--- src/rtl/irqc_pkg.sv ---
package irqc_pkg;

    // Default geometry: channels and cause bits per channel
    localparam int unsigned NUM_CH_DEF = 2;
    localparam int unsigned CH_W_DEF   = 16;

    // Register selector of the access port
    typedef enum logic {
        SEL_CAUSE = 1'b0,
        SEL_MASK  = 1'b1
    } reg_sel_e;

    // Next cause value of one half: a write keeps only bits written as one,
    // then events are ORed in so that a same-cycle event always wins.
    function automatic logic [CH_W_DEF-1:0] cause_update(
        input logic [CH_W_DEF-1:0] cur,
        input logic                wr,
        input logic [CH_W_DEF-1:0] keep,
        input logic [CH_W_DEF-1:0] evt
    );
        logic [CH_W_DEF-1:0] base;
        base = wr ? (cur & keep) : cur;
        return base | evt;
    endfunction

endpackage

--- src/rtl/irqc_cause_bank.sv ---
module irqc_cause_bank
    import irqc_pkg::*;
(
    input  logic                clk,
    input  logic                rst,
    input  logic                wr_en,
    input  logic [CH_W_DEF-1:0] wr_keep,
    input  logic [CH_W_DEF-1:0] evt,
    output logic [CH_W_DEF-1:0] cause_q
);

    always_ff @(posedge clk) begin
        if (rst) begin
            cause_q <= '0;
        end else begin
            cause_q <= cause_update(cause_q, wr_en, wr_keep, evt);
        end
    end

endmodule

--- src/rtl/irqc_mask_bank.sv ---
module irqc_mask_bank #(
    parameter int unsigned W = 16
) (
    input  logic         clk,
    input  logic         rst,
    input  logic         wr_en,
    input  logic [W-1:0] wr_data,
    output logic [W-1:0] mask_q
);

    always_ff @(posedge clk) begin
        if (rst) begin
            mask_q <= '0;
        end else if (wr_en) begin
            mask_q <= wr_data;
        end
    end

endmodule

--- src/rtl/irqc_line_gen.sv ---
module irqc_line_gen #(
    parameter int unsigned W = 16
) (
    input  logic [W-1:0] cause,
    input  logic [W-1:0] mask,
    output logic         line
);

    logic [W-1:0] pend;

    always_comb begin
        pend = cause & mask;
        line = |pend;
    end

endmodule

--- src/rtl/irqc_top.sv ---
module irqc_top
    import irqc_pkg::*;
#(
    parameter int unsigned NUM_CH = NUM_CH_DEF,
    parameter int unsigned CH_W   = CH_W_DEF
) (
    input  logic                     clk,
    input  logic                     rst,
    input  logic                     reg_we,
    input  logic                     reg_sel,
    input  logic [NUM_CH*CH_W-1:0]   reg_wdata,
    output logic [NUM_CH*CH_W-1:0]   reg_rdata,
    input  logic [NUM_CH*CH_W-1:0]   evt_pulse,
    output logic [NUM_CH-1:0]        irq_line
);

    localparam int unsigned REG_W = NUM_CH * CH_W;

    reg_sel_e         sel;
    logic             wr_cause;
    logic             wr_mask;
    logic [REG_W-1:0] cause_all;
    logic [REG_W-1:0] mask_all;

    always_comb begin
        sel      = reg_sel_e'(reg_sel);
        wr_cause = reg_we && (sel == SEL_CAUSE);
        wr_mask  = reg_we && (sel == SEL_MASK);
    end

    for (genvar ch = 0; ch < NUM_CH; ch++) begin : g_ch
        localparam int unsigned LO = ch * CH_W;

        irqc_cause_bank u_cause (
            .clk     (clk),
            .rst     (rst),
            .wr_en   (wr_cause),
            .wr_keep (reg_wdata[LO +: CH_W]),
            .evt     (evt_pulse[LO +: CH_W]),
            .cause_q (cause_all[LO +: CH_W])
        );

        irqc_mask_bank #(.W(CH_W)) u_mask (
            .clk     (clk),
            .rst     (rst),
            .wr_en   (wr_mask),
            .wr_data (reg_wdata[LO +: CH_W]),
            .mask_q  (mask_all[LO +: CH_W])
        );

        irqc_line_gen #(.W(CH_W)) u_line (
            .cause (cause_all[LO +: CH_W]),
            .mask  (mask_all[LO +: CH_W]),
            .line  (irq_line[ch])
        );
    end

    always_comb begin
        unique case (sel)
            SEL_CAUSE: reg_rdata = cause_all;
            SEL_MASK:  reg_rdata = mask_all;
            default:   reg_rdata = '0;
        endcase
    end

endmodule

--- config.mk ---
export PLATFORM = sky130hd
export DESIGN_NAME = irqc_top
export DESIGN_NICKNAME = d
export VERILOG_FILES = /design/src/rtl/irqc_pkg.sv /design/src/rtl/irqc_cause_bank.sv /design/src/rtl/irqc_mask_bank.sv /design/src/rtl/irqc_line_gen.sv /design/src/rtl/irqc_top.sv
export SDC_FILE = /design/constraint.sdc
export NUM_CORES = 1
export LEC_CHECK = 0
export BUFFER_PORTS_ARGS = -buffer_cell sky130_fd_sc_hd__clkbuf_2
export CORE_MARGIN = 3
export CORE_UTILIZATION = 28
export CTS_CLUSTER_DIAMETER = 150
export DETAILED_ROUTE_END_ITERATION = 12
export PLACE_DENSITY_LB_ADDON = 0.15
export SETUP_SLACK_MARGIN = 0.5
export SKIP_LAST_GASP = 1
export SYNTH_ARGS = -nofsm -noshare
export SYNTH_HDL_FRONTEND = slang
export SYNTH_SLANG_ARGS = --single-unit
--- constraint.sdc ---
create_clock -name clk -period 2.2 [get_ports clk]
set_clock_uncertainty 0.15 [all_clocks]
set_input_delay 0.11 -clock clk [delete_from_list [all_inputs] [get_ports clk]]
set_output_delay 0.11 -clock clk [all_outputs]
set_load 0.02 [all_outputs]
# After elaboration in Yosys (flattened, before gate mapping)

Index checks and enable logic that the tools add are counted.

Flip-flop bits (word level): 64
Output and inout port bits: 34

Muxes and demuxes: 3
Bitwise gates (word level): 7
Reduce and logical (&&, ||, !) cells: 4

Operators with widths:

| operator            | number |
|---|---|
| $and A16 B16 Y16    | 4 |
| $pmux W32 S2        | 1 |
| $mux W16            | 2 |
| $or A16 B16 Y16     | 2 |
| $reduce_or A16 Y1   | 2 |
| $logic_and A1 B1 Y1 | 2 |
| $not A1 Y1          | 1 |

# Logic depth before layout (Yosys ltp)

Gate-level depths: netlist of the first run.

Word-level depth: 4
Mapped depth: 6
Gate-level depth less buffers: 3

# Modules after synthesis

A second synthesis of the first run with hierarchy kept.

Cell total of the unflattened synthesis: 294
Area, all modules: 3372.0 um^2

By module, submodules not included:

| module          | instances | cells each | area each (um^2) | sequential area each (um^2) |
|---|---|---|---|---|
| irqc_cause_bank | 2         | 67         | 732.0            | 320.3 |
| irqc_mask_bank  | 2         | 52         | 580.6            | 320.3 |
| irqc_top        | 1         | 38         | 544.3            | 0.0 |
| irqc_line_gen   | 2         | 9          | 101.3            | 0.0 |

# Worst setup path before layout of the first run

Ideal clock, no wire load.

Path type: flip-flop to output port
From: register g_ch[0].u_cause.cause_q[8]
To: output port irq_line[0]
Data arrival time: 0.978 ns
Data required time: 1.940 ns
Setup slack: 0.962 ns
Stages on the path, launching flop included: 5
Cells stage by stage: dfxtp_1 > a22o_1 > a221oi_1 > nand4_1 > buf_4

Cells in the longest elaborated chain, start to end: 2

Ends and longest elaborated chain:

| item                     | line                  | RTL |
|---|---|---|
| start: declaration       | irqc_cause_bank.sv:9  | `output logic [CH_W_DEF-1:0] cause_q` |
| start signal: assignment | irqc_cause_bank.sv:16 | `cause_q <= cause_update(cause_q, wr_en, wr_keep, evt);` |
| $and A16 B16 Y16         | irqc_line_gen.sv:12   | `pend = cause & mask;` |
| $reduce_or A16 Y1        | irqc_line_gen.sv:13   | `line = \|pend;` |
| end: declaration         | irqc_top.sv:14        | `output logic [NUM_CH-1:0] irq_line` |

No other way between the ends.

# Worst setup path after layout of the first run

From: register g_ch[1].u_cause.cause_q[7]
To: output port irq_line[1]

Cells in the longest elaborated chain, start to end: 2

Ends and longest elaborated chain:

| item                     | line |
|---|---|
| start: declaration       | irqc_cause_bank.sv:9 |
| start signal: assignment | irqc_cause_bank.sv:16 |
| $and A16 B16 Y16         | irqc_line_gen.sv:12 |
| $reduce_or A16 Y1        | irqc_line_gen.sv:13 |

No other way between the ends.

==> load_flow_metrics.sql, run 1 <==
INSERT INTO impl_metrics (metric_group, metric, value, unit) VALUES
('sta', 'tightest_slew', '0.394', 'ns'),
('critical_path', 'worst-endpoint-arrival', '1.45', 'ns'),
('final_layout', 'finish.net_count', '593', ''),
('synth', 'yosys_warnings', '0', ''),
('sta', 'final-max-slew-violation-count', '0', ''),
('critical_path', 'worstSetupPathType', 'flip-flop to primary output', ''),
('detailed_routing', 'routed-via-count', '2963', ''),
('synth', 'yosys_register_bits', '64', ''),
('power', 'power_density', '618', 'nW/um^2'),
('place', 'place.gp.congestion', '0.767', ''),
('clock_network', 'tritoncts_clock_tree', 'yes', ''),
('sta', 'timing.final.crit_share', '77.8', '%'),
('grt', 'global_route.overflow_total', '0', ''),
('sta', 'rsz0062_at_grt', 'true', ''),
('sta', 'worst_slew_margin_rel', '73.7', '%'),
('final_layout', 'ant_diodes', '0', ''),
('critical_path', 'cp-end-kind', 'primary output', ''),
('critical_path', 'critical_path_required', '1.94', 'ns'),
('detailed_routing', 'initialDrtViolationCount', '105', ''),
('sta', 'fmax', '584', 'MHz'),
('final_layout', 'area_delta_synth_final', '63.4', '%'),
('final_layout', 'final_core_utilization', '48.4', '%'),
('clock_network', 'cts_root_buf', 'sky130_fd_sc_hd__clkbuf_8', ''),
('clock_network', 'clock_tree.buffer_depth', '2', ''),
('detailed_routing', 'viasPerCell', '4.50', ''),
('grt', 'gr-usage-all-layers', '16.6', '%'),
('sta', 'setup_violations', '0', ''),
('sta', 'timing.final.hold_violations', '0', ''),
('critical_path', 'worst_path_largest_cell_delay', '0.32', 'ns'),
('detailed_routing', 'routedWlPerCell', '13.6', 'um'),
('synth', 'synth_cells', '332', ''),
('clock_network', 'cts_sinks', '64', ''),
('synth', 'ys_top_cells_by_area', 'sky130_fd_sc_hd__dfxtp_1 (45%), sky130_fd_sc_hd__mux2_2 (13%), sky130_fd_sc_hd__a21oi_1 (10%)', ''),
('detailed_routing', 'firstDrtPassIters', '4', ''),
('place', 'port_buffers', '101', ''),
('status', 'status', 'finished, final reports clean', ''),
('synth', 'postSynthAreaPerCell', '8.49', 'um^2'),
('min_path', 'hold_class', 'input pin to flip-flop', ''),
('synth', 'synth-seq-area-share', '45.5', '%'),
('synth', 'synthDominantCellAreaShare', '45.5', '%'),
('final_layout', 'layout-drive-gt1-share', '31.8', '%'),
('grt', 'grt_pass1_vias', '3221', ''),
('clock_network', 'clock_latency_at_the_later_pin_of_the_worst_skew_pair', '0.33', 'ns'),
('sta', 'time_the_final_worst_path_needs_with_i_o_delays_and_setup', '1.71', 'ns'),
('clock_network', 'clkSlewWorstSetupHoldPaths', '0.07', 'ns'),
('die', 'row_count', '35', ''),
('synth', 'synth.cells.most_frequent', 'sky130_fd_sc_hd__nand2_1 (65), sky130_fd_sc_hd__dfxtp_1 (64), sky130_fd_sc_hd__a21oi_1 (58)', ''),
('place', 'hpwlAfterDp', '5590', 'um'),
('die', 'die-width', '106', 'um'),
('synth', 'cell_type_with_the_highest_aggregate_area_in_the_netlist', 'sky130_fd_sc_hd__dfxtp_1', ''),
('clock_network', 'cts_htree_levels', '3', ''),
('die', 'die_area', '11300', 'um^2'),
('synth', 'synth_cell_type_count', '18', ''),
('flow_run', 'max_cap_viol_count', '0', ''),
('die', 'area_inside_the_core_boundary', '9500', 'um^2'),
('synth', 'synth_enable_flop_cells', '0', ''),
('grt', 'grt_max_degree', '65', ''),
('place', 'dp_slack', '0.726', 'ns'),
('synth', 'yosys_most_used_dff', 'sky130_fd_sc_hd__dfxtp_1', ''),
('sta', 'setup-tns-final', '0', 'ns'),
('power', 'ir_drop', '0.346', 'mV'),
('grt', 'grt_pass1_wl', '15200', 'um'),
('sta', 'setup_slack', '0.488', 'ns'),
('critical_path', 'critical_path.startpoint_type', 'flip-flop', ''),
('critical_path', 'critPathSlowestCell', 'sky130_fd_sc_hd__dfxtp_1', ''),
('critical_path', 'timing.critical_path.cells', 'a22o_1, a221oi_1, nand4_1, buf_2', ''),
('synth', 'synth_nets', '400', ''),
('critical_path', 'worst-path-max-fanout', '3', ''),
('die', 'top_level_ports', '102', ''),
('synth', 'synthMostInstantiatedCell', 'sky130_fd_sc_hd__nand2_1', ''),
('synth', 'synth_async_sr_flop_share', '0', '%'),
('detailed_routing', 'total_wirelength', '8960', 'um'),
('power', 'leakagePower', '2.12', 'nW'),
('grt', 'initial_antenna_violation_count', '0', ''),
('clock_network', 'numCtsBuffers', '9', ''),
('detailed_routing', 'drc_errors', '0', ''),
('detailed_routing', 'antenna_left', '0', ''),
('die', 'starting_utilization_of_the_core_area', '29.7', '%'),
('die', 'die-height', '106', 'um'),
('sta', 'whs', '0.0974', 'ns'),
('synth', 'cell_area_after_technology_mapping', '2820', 'um^2');
critical path: cells and delay by family (launching register included):
kind            cells  cell delay, ns
compound gates      2            0.45
flops               1            0.32
buf+inv             1            0.19
simple gates        1            0.16
state kept, by name, indices dropped and copies added, names as in the netlist:
signal	flops
g_ch.u_cause.cause_q	32
g_ch.u_mask.mask_q	32
metrics by stage:
step | area, um^2 | power [W] | std cells
2_1_floorplan | 2820 | 0.00157 | 332
3_3_place_gp | 3410 | 0.00173 | 546
3_5_place_dp | 3410 | 0.00174 | 546
4_1_cts | 4590 | 0.00288 | 657
5_1_grt | 4600 | 0.00300 | 658
6_report | 4600 | 0.00284 | 658
worst paths after layout:
path                                     from                           to  slack [ns]  cells after the start
hold / removal                            rst     g_ch[0].u_mask.mask_q[0]         0.1                      3
hold reg to reg     g_ch[0].u_mask.mask_q[11]    g_ch[0].u_mask.mask_q[11]        0.32                      2
setup reg to reg  g_ch[0].u_cause.cause_q[12]  g_ch[0].u_cause.cause_q[12]        0.80                      3
setup / recovery   g_ch[1].u_cause.cause_q[7]                  irq_line[1]        0.49                      4
final cells by class:
type                       instances  area, um^2
clock inverter                     4        45.0
clock buffer                      11         141
fill                             954        4900
tap                              129         161
timing repair buffer             205        1540
multi-input combinational        213        1310
sequential                        64        1280
inverter                          32         120
placed cells by master (no fill, tap or decap):
| cell type | n |
|---|---|
| sky130_fd_sc_hd__and2_1 | 1 |
| sky130_fd_sc_hd__a22o_1 | 8 |
| sky130_fd_sc_hd__a21oi_2 | 6 |
| sky130_fd_sc_hd__inv_1 | 32 |
| sky130_fd_sc_hd__bufinv_16 | 1 |
| sky130_fd_sc_hd__buf_12 | 1 |
| sky130_fd_sc_hd__o21ai_1 | 11 |
| sky130_fd_sc_hd__nand4_1 | 2 |
| sky130_fd_sc_hd__clkbuf_2 | 99 |
| sky130_fd_sc_hd__clkbuf_1 | 1 |
| sky130_fd_sc_hd__o21ai_0 | 21 |
| sky130_fd_sc_hd__a221oi_1 | 3 |
| sky130_fd_sc_hd__buf_2 | 1 |
| sky130_fd_sc_hd__clkbuf_8 | 10 |
| sky130_fd_sc_hd__nand2b_4 | 1 |
| sky130_fd_sc_hd__dfxtp_1 | 63 |
| sky130_fd_sc_hd__clkinv_2 | 3 |
| sky130_fd_sc_hd__dlygate4sd3_1 | 96 |
| sky130_fd_sc_hd__mux2_2 | 32 |
| sky130_fd_sc_hd__buf_4 | 8 |
| sky130_fd_sc_hd__a221oi_2 | 5 |
| sky130_fd_sc_hd__dfxtp_2 | 1 |
| sky130_fd_sc_hd__a21oi_1 | 58 |
| sky130_fd_sc_hd__nand2_1 | 65 |
per-layer routing:
layer  vias to the layer above  wire length, um  track usage (%)
met4                         0              107             4.81
met5                         -                0                0
met2                        91             4370             29.1
met3                        10              518             4.49
li1                       1516                -                -
met1                      1346             3970             19.8
report_power, final:
group	switching (W)	internal (W)	total (W)
Sequential	0.0000546	0.00123	0.00128
Combinational	0.000272	0.000313	0.000585
Clock	0.000433	0.000543	0.000975
kinds of logic after synthesis:
kind of cell	Yosys count	share of synthesized area, %
compound gates	112	22.8
simple gates	69	9.81
flops	64	45.5
buf+inv	55	9.10
mux	32	12.8
timing repair:
action | CTS | global route
setup endpoints to repair | 2 | 2
hold endpoints to repair | 64 | 0
resized for setup | 5 | 4
pin swaps | 0 | 3
hold buffers | 96 | 0
buffers inserted | 0 | 1
No activity file was read; power rests on OpenSTA's default activity.
==> run 2, diff against run 1 <==
- clock period: 2.2 -> 1.64 ns (I/O delays scaled with it)
==> load_flow_metrics.sql, run 2 (synthesis gave the netlist of run 1 again) <==
INSERT INTO impl_metrics (metric_group, metric, value, unit) VALUES
('die', 'starting_utilization_of_the_core_area', '29.7', '%'),
('place', 'place.gp.congestion', '0.741', ''),
('die', 'top_level_ports', '102', ''),
('die', 'die-width', '106', 'um'),
('sta', 'setup_violations', '2', ''),
('sta', 'timing.final.crit_share', '105', '%'),
('grt', 'grt_max_degree', '65', ''),
('min_path', 'hold_path.startpoint', 'rst', ''),
('sta', 'time_the_final_worst_path_needs_with_i_o_delays_and_setup', '1.72', 'ns'),
('critical_path', 'critical_path_required', '1.41', 'ns'),
('sta', 'rsz0062_at_grt', 'true', ''),
('critical_path', 'worst_setup_slack_for_register_to_register_paths', '0.79', 'ns'),
('sta', 'worst_slew_margin_rel', '73.0', '%'),
('critical_path', 'worstSetupPathType', 'flip-flop to primary output', ''),
('critical_path', 'worst_path_largest_cell_delay', '0.33', 'ns'),
('clock_network', 'clkSlewWorstSetupHoldPaths', '0.07', 'ns'),
('power', 'comb_power_share', '20.3', '%'),
('critical_path', 'critPathSlowestCell', 'sky130_fd_sc_hd__dfxtp_2', ''),
('sta', 'final-max-slew-violation-count', '0', ''),
('grt', 'global_route.overflow_total', '0', ''),
('grt', 'grt_pass1_wl', '14900', 'um'),
('grt', 'initial_antenna_violation_count', '0', ''),
('sta', 'fmax', '583', 'MHz'),
('min_path', 'worst_hold_path.num_cells', '3', ''),
('sta', 'setup-tns-final', '-0.0823', 'ns'),
('critical_path', 'worst-endpoint-arrival', '1.48', 'ns'),
('status', 'status', 'finished with violations', ''),
('die', 'die_area', '11300', 'um^2'),
('final_layout', 'ant_diodes', '0', ''),
('grt', 'grtUsageMet2', '27.7', '%'),
('final_layout', 'final_common_cell', 'sky130_fd_sc_hd__clkbuf_2', ''),
('flow_run', 'max_cap_viol_count', '0', ''),
('place', 'dp_cells', '545', ''),
('die', 'area_inside_the_core_boundary', '9500', 'um^2'),
('detailed_routing', 'drc_errors', '0', ''),
('grt', 'gr-usage-all-layers', '16.3', '%'),
('sta', 'tightest_slew', '0.406', 'ns'),
('critical_path', 'cp-end-kind', 'primary output', ''),
('sta', 'timing.final.hold_violations', '0', ''),
('detailed_routing', 'viasPerCell', '4.59', ''),
('detailed_routing', 'total_wirelength', '9040', 'um'),
('grt', 'grt_use_met3', '2.91', '%'),
('sta', 'setup_slack', '-0.0760', 'ns'),
('clock_network', 'clock_latency_at_the_later_pin_of_the_worst_skew_pair', '0.33', 'ns'),
('power', 'power_density', '890', 'nW/um^2'),
('power', 'sw_share', '25.6', '%'),
('die', 'die-height', '106', 'um'),
('critical_path', 'crit-reg2reg-launch', 'g_ch[1].u_cause.cause_q[11]', ''),
('clock_network', 'numCtsBuffers', '9', ''),
('critical_path', 'critPathLaunch', 'g_ch[1].u_cause.cause_q[11]', ''),
('power', 'switching_power', '0.00111', 'W'),
('clock_network', 'cts_root_buf', 'sky130_fd_sc_hd__clkbuf_8', ''),
('die', 'row_count', '35', ''),
('grt', 'grt_pass1_vias', '2984', ''),
('power', 'internal_power', '0.00322', 'W'),
('final_layout', 'top_regs', 'g_ch.u_cause.cause_q x32, g_ch.u_mask.mask_q x32', ''),
('critical_path', 'timing.critical_path.depth', '4', ''),
('grt', 'globalRouteMet1Util', '20.6', '%'),
('detailed_routing', 'antenna_left', '0', ''),
('critical_path', 'critical_path.startpoint_type', 'flip-flop', ''),
('power', 'seq_power_share', '40.4', '%'),
('clock_network', 'tritoncts_clock_tree', 'yes', ''),
('critical_path', 'timing.critical_path.cells', 'a22o_1, a221oi_2, nand4_1, clkbuf_8', ''),
('clock_network', 'cts_sinks', '64', ''),
('power', 'pwr-share-clk', '39.3', '%'),
('place', 'hpwlAfterDp', '5640', 'um'),
('final_layout', 'layout-drive-gt1-share', '46.2', '%'),
('detailed_routing', 'routedWlPerCell', '14.4', 'um'),
('critical_path', 'worst-path-max-fanout', '2', ''),
('final_layout', 'area_delta_synth_final', '72.5', '%'),
('power', 'leakagePower', '2.17', 'nW'),
('final_layout', 'finish.net_count', '561', ''),
('critical_path', 'critPathBufInv', '1', ''),
('detailed_routing', 'firstDrtPassIters', '4', ''),
('critical_path', 'critPathTopFamily', 'compound AO/OA/AOI/OAI gates', ''),
('critical_path', 'crit-reg2reg-capture', 'g_ch[1].u_cause.cause_q[11]', ''),
('critical_path', 'endpoint', 'irq_line[1]', ''),
('status', 'failed_checks', 'negative setup slack', ''),
('final_layout', 'final_core_utilization', '51.2', '%'),
('final_layout', 'highest_count_cells_in_the_layout_ignoring_fill_and_taps', 'sky130_fd_sc_hd__clkbuf_2 (66), sky130_fd_sc_hd__nand2_1 (65), sky130_fd_sc_hd__dlygate4sd3_1 (64)', ''),
('grt', 'gr-max-usage-layer', 'met2', ''),
('clock_network', 'clock_tree.buffer_depth', '2', ''),
('detailed_routing', 'initialDrtViolationCount', '92', ''),
('clock_network', 'cts_htree_levels', '3', ''),
('final_layout', 'stdcell_count', '627', ''),
('min_path', 'hold_class', 'input pin to flip-flop', ''),
('critical_path', 'rr_worst_depth', '3', ''),
('place', 'port_buffers', '101', ''),
('detailed_routing', 'routed-via-count', '2880', ''),
('place', 'placement.cell_area', '3490', 'um^2'),
('power', 'ir_drop', '0.446', 'mV'),
('final_layout', 'final_cell_area_excluding_filler_cells', '4860', 'um^2');
## run 2: cell types whose count changed in the layout (fill, tap and decap cells not counted), moves of 4 or more
| cell | previous run | this run |
|---|---|---|
| sky130_fd_sc_hd__dfxtp_2 | 1 | 56 |
| sky130_fd_sc_hd__buf_4 | 8 | 4 |
| sky130_fd_sc_hd__buf_8 | 0 | 18 |
| sky130_fd_sc_hd__clkbuf_8 | 10 | 14 |
| sky130_fd_sc_hd__buf_6 | 0 | 11 |
| sky130_fd_sc_hd__dfxtp_1 | 63 | 7 |
| sky130_fd_sc_hd__dlygate4sd3_1 | 96 | 64 |
| sky130_fd_sc_hd__mux2_4 | 0 | 21 |
| sky130_fd_sc_hd__clkbuf_2 | 99 | 66 |
| sky130_fd_sc_hd__mux2_2 | 32 | 11 |
## run 2: worst min-delay path, cell delays in order
cell                       delay, ns
sky130_fd_sc_hd__clkbuf_2       0.10
sky130_fd_sc_hd__buf_12         0.19
sky130_fd_sc_hd__a21oi_2        0.13
## run 2: layout make-up
class / count / area, um^2
inverters: 32 / 120
well taps: 129 / 161
repair buffers: 173 / 1540
flip-flops and latches: 64 / 1360
clock inverters: 6 / 115
fillers: 915 / 4640
clock buffers: 10 / 138
multi-input cells: 213 / 1430
## run 2: power by group through the flow
stage | registers, W | clock network (W) | logic (W)
2_1_floorplan | 0.00174 | 0 | 0.000390
3_3_place_gp | 0.00176 | 0 | 0.000596
3_5_place_dp | 0.00176 | 0 | 0.000600
4_1_cts | 0.00174 | 0.00175 | 0.000808
5_1_grt | 0.00176 | 0.00182 | 0.000952
6_report | 0.00175 | 0.00170 | 0.000879
## run 2: per-layer routing
layer | up-vias | routed length [um]
met1 | 1349 | 4040
met3 | 15 | 359
met4 | 0 | 174
li1 | 1452 | -
met2 | 64 | 4470
met5 | - | 0
## run 2: worst min path at each step
stage                                       end  slack (ns)
floorplan            g_ch[0].u_cause.cause_q[0]        0.06
global placement    g_ch[1].u_cause.cause_q[14]        0.15
detailed placement   g_ch[0].u_cause.cause_q[0]        0.16
CTS                    g_ch[0].u_mask.mask_q[5]        0.06
global route           g_ch[1].u_mask.mask_q[9]        0.09
finish                g_ch[1].u_mask.mask_q[14]        0.07
## run 2: stage by stage
step | setup WS [ns] | total power [W] | hold slack, ns
floorplan | 0.465 | 0.00213 | 0.0615
global placement | 0.251 | 0.00235 | 0.149
detailed placement | 0.211 | 0.00236 | 0.156
CTS | -0.0967 | 0.00429 | 0.0562
global route | -0.132 | 0.00453 | 0.0873
finish | -0.0760 | 0.00433 | 0.0678
## run 2: what timing repair did
action / 4_1_cts / 5_1_grt
buffers inserted: 1 / 1
hold buffers: 64 / 0
endpoints found under the setup margin: 34 / 34
pin swaps: 2 / 3
endpoints found under the hold margin: 64 / 0
gates resized for setup: 94 / 84
